--- src/rtl/win_watchdog.sv ---
module win_watchdog #(
  parameter int IGN_TICKS  = 64,
  parameter int OPEN_TICKS = 64,
  parameter int SHUT_TICKS = 64,
  parameter int LONG_MULT  = 4
) (
  input  logic       clk,
  input  logic       rst_n,
  input  logic       start_i,
  input  logic       tick_i,
  input  logic       trig_i,
  input  logic [1:0] mode_i,
  input  logic       cur_lo_i,
  input  logic       cur_hi_i,
  output logic       rst_req_o
);
  localparam int LONG_TICKS = OPEN_TICKS * LONG_MULT;
  localparam int MAX_A = (IGN_TICKS > SHUT_TICKS) ? IGN_TICKS : SHUT_TICKS;
  localparam int MAX_T = (MAX_A > LONG_TICKS) ? MAX_A : LONG_TICKS;
  localparam int CW    = $clog2(2 * MAX_T + 1) + 1;

  typedef enum logic [2:0] {S_IDLE, S_IGN, S_LONG, S_SHUT, S_OPEN, S_OFF} wd_state_t;

  wd_state_t      state;
  logic [CW-1:0]  cnt, base, lim;
  logic           susp_q;

  wire susp_d = cur_hi_i ? 1'b0 : (cur_lo_i ? 1'b1 : susp_q);
  wire run    = (mode_i != 2'b11) && !susp_d;
  wire slow   = (mode_i == 2'b01);

  always_comb begin
    case (state)
      S_IGN:   base = CW'(IGN_TICKS);
      S_LONG:  base = CW'(LONG_TICKS);
      S_SHUT:  base = CW'(SHUT_TICKS);
      default: base = CW'(OPEN_TICKS);
    endcase
  end

  assign lim = slow ? (base << 1) : base;
  wire expire = tick_i && (cnt >= lim - CW'(1));
  wire [CW-1:0] cnt_inc = tick_i ? cnt + CW'(1) : cnt;

  always_ff @(posedge clk or negedge rst_n) begin
    if (!rst_n) begin
      state     <= S_IDLE;
      cnt       <= '0;
      susp_q    <= 1'b0;
      rst_req_o <= 1'b0;
    end else begin
      susp_q    <= susp_d;
      rst_req_o <= 1'b0;
      if (state == S_IDLE) begin
        if (start_i) begin
          state <= run ? S_IGN : S_OFF;
          cnt   <= '0;
        end
      end else if (!run) begin
        state <= S_OFF;
        cnt   <= '0;
      end else begin
        case (state)
          S_OFF: begin
            state <= S_IGN;
            cnt   <= '0;
          end
          S_IGN: begin
            if (expire) begin
              state <= S_LONG;
              cnt   <= '0;
            end else cnt <= cnt_inc;
          end
          S_SHUT: begin
            if (trig_i) begin
              state     <= S_IDLE;
              cnt       <= '0;
              rst_req_o <= 1'b1;
            end else if (expire) begin
              state <= S_OPEN;
              cnt   <= '0;
            end else cnt <= cnt_inc;
          end
          default: begin
            if (trig_i) begin
              state <= S_SHUT;
              cnt   <= '0;
            end else if (expire) begin
              state     <= S_IDLE;
              cnt       <= '0;
              rst_req_o <= 1'b1;
            end else cnt <= cnt_inc;
          end
        endcase
      end
    end
  end
endmodule

--- config.mk ---
export PLATFORM = sky130hd
export DESIGN_NAME = win_watchdog
export DESIGN_NICKNAME = d
export VERILOG_FILES = /design/src/rtl/win_watchdog.sv
export SDC_FILE = /design/constraint.sdc
export NUM_CORES = 1
export LEC_CHECK = 0
export ABC_AREA = 1
export BUFFER_PORTS_ARGS = -buffer_cell sky130_fd_sc_hd__buf_4
export CAP_MARGIN = 20
export CORE_ASPECT_RATIO = 1.5
export CORE_MARGIN = 10
export CORE_UTILIZATION = 52
export DETAILED_ROUTE_END_ITERATION = 10
export PLACE_DENSITY = 0.84
export SETUP_SLACK_MARGIN = 0.15
export SYNTH_ARGS = -nofsm -noshare
export SYNTH_HDL_FRONTEND = slang
export SYNTH_SLANG_ARGS = --single-unit
--- constraint.sdc ---
create_clock -name clk -period 1.7 [get_ports clk]
set_input_delay 0.255 -clock clk [delete_from_list [all_inputs] [get_ports clk]]
set_output_delay 0.255 -clock clk [all_outputs]
set_load 0.02 [all_outputs]
---- After elaboration in Yosys (flattened, before gate mapping) ----
Index checks and enable logic that the tools add are counted.
storage, ports and cells
  input bits .............................. 9
  word-level logic and storage cells ...... 50
  output and inout port bits .............. 1
  register bits ........................... 16
operators by class
  reduce and logical (&&, ||, !) cells .... 6
  $add $sub $neg .......................... 2
  order comparisons ....................... 1
  mux-type cells .......................... 27
  eq/ne operators ......................... 10
operator list
  kind                                                                     number
  11-bit two-way mux                                                       6
  3-bit two-way mux                                                        9
  11-bit one-hot mux with 2 select lines                                   1
  11-bit by 1-bit adder with 11-bit output, second input constant          1
  11-bit >= comparator                                                     1
  10-bit by 1-bit subtractor with 11-bit output, second input constant     1
  10-bit two-way mux                                                       1
  9-bit two-way mux                                                        1
  3-bit one-hot mux with 3 select lines                                    1
  1-bit two-way mux                                                        7
  3-bit by 2-bit equality test with 1-bit output, second input constant    2
  5-bit by 2-bit inequality test with 1-bit output, second input constant  1
  5-bit inequality test, second input constant                             1
  2-bit inequality test, second input constant                             2
  4-bit inequality test, second input constant                             1
  4-bit AND reduction                                                      1
  3-bit by 1-bit equality test with 1-bit output, second input constant    1
  3-bit equality test, second input constant                               1
  3-bit logical NOT                                                        1
  2-bit by 1-bit equality test with 1-bit output, second input constant    1
  1-bit logical AND                                                        2
  1-bit one-hot mux with 2 select lines                                    1
  2-bit OR reduction                                                       1
  1-bit logical NOT                                                        1

---- Longest topological paths before layout ----
  depth in word-level cells ............... 11
  mapped depth ............................ 15
  depth with buffers taken out ............ 15

---- Worst setup path after synthesis ----
OpenSTA, ideal clock, no wires.
  kind .................................... reg-to-reg
  start ................................... reg state[0]
  end ..................................... reg state[0]
  arrival time ............................ 1.647 ns
  required time ........................... 1.583 ns
  clock period less this slack ............ 1.764 ns
  cell stages (with the launch flop) ...... 15
  buffers on the path ..................... 1
  slack ................................... -0.064 ns
  setup time .............................. 0.117 ns
  cells stage by stage .................... dfrtp_1 nor2_2 nand3_1 ha_1 nand2_1 nand2_1 nor2_1 nand2_1 inv_1 nand2_2 nand2_2 nand2_2 buf_6 nand3_1 nand2_1
between the ends
  longest elaborated chain between the ends .. 8
  elaborated cells between the ends (all ways) .. 18
  classes of those cells .................. 1 x add/sub; 1 x order compare; 8 x eq/ne; 5 x mux; 3 x reduce/logical
ends and longest elaborated chain
  element                                                                                   line  RTL
  start, declared                                                                           24    wd_state_t state;
  start signal, assigned                                                                    56    state <= run ? S_IGN : S_OFF;
  3-bit by 2-bit equality test with 1-bit output                                            33    case (state)
  9-bit two-way mux                                                                         33
  10-bit two-way mux                                                                        41    assign lim = slow ? (base << 1) : base;
  10-bit by 1-bit subtractor with 11-bit output                                             42    wire expire = tick_i && (cnt >= lim - CW'(1));
  11-bit >= comparator                                                                      42
  1-bit logical AND                                                                         42
  5-bit by 2-bit inequality test with 1-bit output (no line), or another cell as far along  -
  4-bit AND reduction (no line)                                                             -
Several ways; a longest one is shown, not always the timed one.
A chain may end at the register's enable or synchronous reset.

---- Worst setup path after layout ----
  start ................................... reg state[2]
  end ..................................... reg cnt[3]
between the ends
  longest elaborated chain between the ends .. 11
  elaborated cells between the ends (all ways) .. 15
  classes of those cells .................. 1 x add/sub; 1 x order compare; 4 x eq/ne; 7 x mux; 2 x reduce/logical
ends and longest elaborated chain
  element                                         line        RTL
  3-bit by 2-bit equality test with 1-bit output  33
  9-bit two-way mux                               33
  10-bit two-way mux                              41
  10-bit by 1-bit subtractor with 11-bit output   42
  11-bit >= comparator                            42
  1-bit logical AND                               42
  11-bit two-way mux                              69, 79, 88
  11-bit two-way mux                              85          if (trig_i) begin
  11-bit one-hot mux with 2 select lines          63          case (state)
  11-bit two-way mux                              59          end else if (!run) begin
  11-bit two-way mux                              54          if (state == S_IDLE) begin
  end signal, assigned                            72          end else cnt <= cnt_inc;
  end signal, assigned                            82          end else cnt <= cnt_inc;
  end signal, assigned                            92          end else cnt <= cnt_inc;
  end, declared                                   25          logic [CW-1:0] cnt, base, lim;
Several ways; a longest one is shown, not always the timed one.

==> flow_metrics.env <==
export IMPL_synth_distinct_cells=25
export IMPL_cp_slowest_stage_delay_ns=0.42
export IMPL_irDropWorstVdd_mv=0.760
export IMPL_power_net_switching_w=0.000689
export IMPL_diodes=0
export IMPL_fin_crit_sh=1.07
export IMPL_fp_row_count=20
export IMPL_hold_viol=0
export IMPL_critPathLaunch="state[2]"
export IMPL_routed_via_density=5.53
export IMPL_place_congestion=0.841
export IMPL_first_pass_iters=4
export IMPL_setup_viol=14
export IMPL_die_height_um=76.8
export IMPL_reg2reg_to="cnt[3]"
export IMPL_synth_top_cell_by_area="dfrtp_1"
export IMPL_cp_num_cells=11
export IMPL_outcome="complete, but fails checks"
export IMPL_syn_cell_area_mm2=0.00112
export IMPL_antenna_found_initial=0
export IMPL_drive_gt1_frac=0.356
export IMPL_clk_pin_slew_ns=0.10
export IMPL_yosysSeqAreaShare=0.358
export IMPL_area_delta_synth_final_pct=27.2
export IMPL_clockBufferDepth=2
export IMPL_synth_seq_cells=16
export IMPL_crit_arrival_ns=2.00
export IMPL_synth_cells=150
export IMPL_crit_slowest_cell="dfrtp_1"
export IMPL_ys_warn_count=0
export IMPL_hold_path_class="input port to flip-flop"
export IMPL_synthTopCellsByArea="dfrtp_1 36%, nand2_1 13%, inv_1 5.0%"
export IMPL_comb_power_share=0.525
export IMPL_timing_final_ws_setup_ns=-0.118
export IMPL_reg2reg_from="state[2]"
export IMPL_cp_cell_sequence="nor2_4 -> a21oi_1 -> ha_1 -> inv_1 -> nor3_2 -> nand2_1 -> nand2_2 -> nand2_2 -> nand2_4 -> buf_4 -> a21oi_2"
export IMPL_wire_per_inst_um=14.5
export IMPL_rsz0062_at_grt="true"
export IMPL_required_ns=1.88
export IMPL_p_clk_frac=0.165
export IMPL_grt_pass1_vias=1114
export IMPL_ff2ff_setup_slack_ns=-0.12
export IMPL_path_delay_family="simple AND/OR/NAND/NOR gates"
export IMPL_drt_initial_drc_count=52
export IMPL_critical_path_max_fanout=5
export IMPL_max_slew_margin=0.800
export IMPL_post_route_min_period_ns=1.82
export IMPL_portBuffers=9
export IMPL_start_util=0.546
export IMPL_nFillCells=166
export IMPL_synth_top_area_share=0.358
export IMPL_p_leak_nw=0.670
export IMPL_crit_path_end_kind="flip-flop"
export IMPL_die_area_mm2=0.00445
export IMPL_violations="setup timing"
export IMPL_finalMaxSlewViolations=0
export IMPL_critical_path_class="flip-flop to flip-flop"
export IMPL_startpoint_type="flip-flop"
export IMPL_cts_sinks=16
export IMPL_core_area_mm2=0.00205
export IMPL_most_common_layout_cells="37 x nand2_1, 24 x buf_4, 16 x dfrtp_1"
export IMPL_worstSkewPairLatency_ns=0.30
export IMPL_drtAntennaViolNets=0
export IMPL_syn_avg_cell_area_um2=7.47
export IMPL_fin_skew_ns=0.00635
export IMPL_ff2ff_path_depth=11
export IMPL_die_w_um=57.9
export IMPL_grt_pass1_wl_mm=4.69
export IMPL_finalNetCount=191
export IMPL_max_cap_viol_count=0
export IMPL_placedCellCount=193
export IMPL_synth_fp_nets=163
export IMPL_p_sw_frac=0.432
export IMPL_ctsRootBufferMaster="clkbuf_4"
export IMPL_power_internal_w=0.000905
export IMPL_pre_cts_slack_ns=-0.130
export IMPL_track_usage=0.124
export IMPL_instances_no_fill=199
export IMPL_path_buf_inv=2
export IMPL_powerDensity_mw_per_mm2=1120
export IMPL_cts_tree="done"
export IMPL_dp_hpwl_mm=2.08
export IMPL_final_common_cell="nand2_1"
export IMPL_vias=1101
export IMPL_htree_levels=1
export IMPL_maxClockFrequency_mhz=550
export IMPL_grt_max_degree=20
export IMPL_crit_end="cnt[3]"
export IMPL_drcViolationCount=0
export IMPL_cpMostUsedCell="nand2_2"
export IMPL_worst_pin_slew_ns=0.299
export IMPL_cts_made_buffers=3
export IMPL_pin_count=10
export IMPL_routed_wirelength_mm=2.88
export IMPL_overflow=0
export IMPL_seq_power_share=0.310
## Yosys cell counts (all sizes together)
master,instances
a21oi,13
buf,3
dfrtp,16
ha,4
inv,19
nand2,47
nand3,13
nand4,6
nor2,14
nor3,2
o21ai,6
o21bai,1
or2,1
xnor2,1
xor2,4
## worst reg2reg max path, delay by kind of cell, from the launching register on
family	cells	cell delay, ns
AO/OA/AOI/OAI	2	0.14
flip-flops	1	0.42
adder cells (fa/ha/maj)	1	0.30
buffers and inverters	2	0.21
AND/OR/NAND/NOR	6	0.64
## registers in the layout (all words and copies together), names as in the netlist
signal / flops
cnt: 11
state: 3
rst_req_o: 1
susp_q: 1
## cell type report
| cell class | instances | area, µm² | share of cell area |
|---|---|---|---|
| well taps | 22 | 27.5 | 0.0193 |
| inverters | 19 | 73.8 | 0.0518 |
| multi-input cells | 112 | 684 | 0.481 |
| clock buffers | 4 | 36.3 | 0.0255 |
| repair buffers | 26 | 201 | 0.141 |
| flip-flops and latches | 16 | 400 | 0.281 |
## worst min path at each step
stage,start,end,slack [ns],depth (start not counted)
2_1_floorplan,rst_n,cnt[0],-0.04,0
3_3_place_gp,rst_n,susp_q,0.12,1
3_5_place_dp,rst_n,susp_q,0.13,1
4_1_cts,cur_hi_i,susp_q,0.12,2
5_1_grt,cur_hi_i,susp_q,0.14,2
6_report,cur_hi_i,susp_q,0.11,2
## cells by family (layout without fill, tap and decap cells)
logic type                 Yosys count  count (layout)  share of synthesized area
buffers and inverters               22              49                     0.0927
adders and majority gates            4               4                     0.0447
AOI/OAI and AO/OA                   20              20                      0.108
and+or+nand+nor                     83              83                      0.358
DFF                                 16              16                      0.358
xor gates and xnor gates             5               5                     0.0391
## metrics by stage
step           TNS [ns]  hold WS (ns)  area [µm²]   util  total power [W]
6_report          -1.38         0.113        1420  0.694          0.00159
3_5_place_dp      -1.45         0.129        1300  0.632          0.00122
5_1_grt           -2.71         0.137        1420  0.694          0.00169
4_1_cts           -1.71         0.118        1360  0.665          0.00153
3_3_place_gp     -0.524         0.124        1300  0.632          0.00119
2_1_floorplan    -0.304       -0.0406        1120      -         0.000974
## what timing repair did
item	CTS	global route
endpoints found under the setup margin	14	14
pin swaps	1	2
resized for setup	3	11
hold buffers	1	0
endpoints found under the hold margin	16	0
setup buffers	1	0
## power by group through the flow
stage | combinational, W | sequential [W] | clock [W]
2_1_floorplan | 0.000475 | 0.000498 | 0
3_3_place_gp | 0.000708 | 0.000487 | 0
3_5_place_dp | 0.000735 | 0.000489 | 0
4_1_cts | 0.000783 | 0.000482 | 0.000262
5_1_grt | 0.000922 | 0.000499 | 0.000269
6_report | 0.000837 | 0.000494 | 0.000264
## routing by layer
metal	global-route usage	up-vias	share of wire
met4	0.0613	0	0.016
li1	-	538	-
met1	0.127	533	0.40
met3	0.0214	7	0.029
met5	0	-	0
met2	0.228	23	0.55
Power figures use the tool's default switching activity.
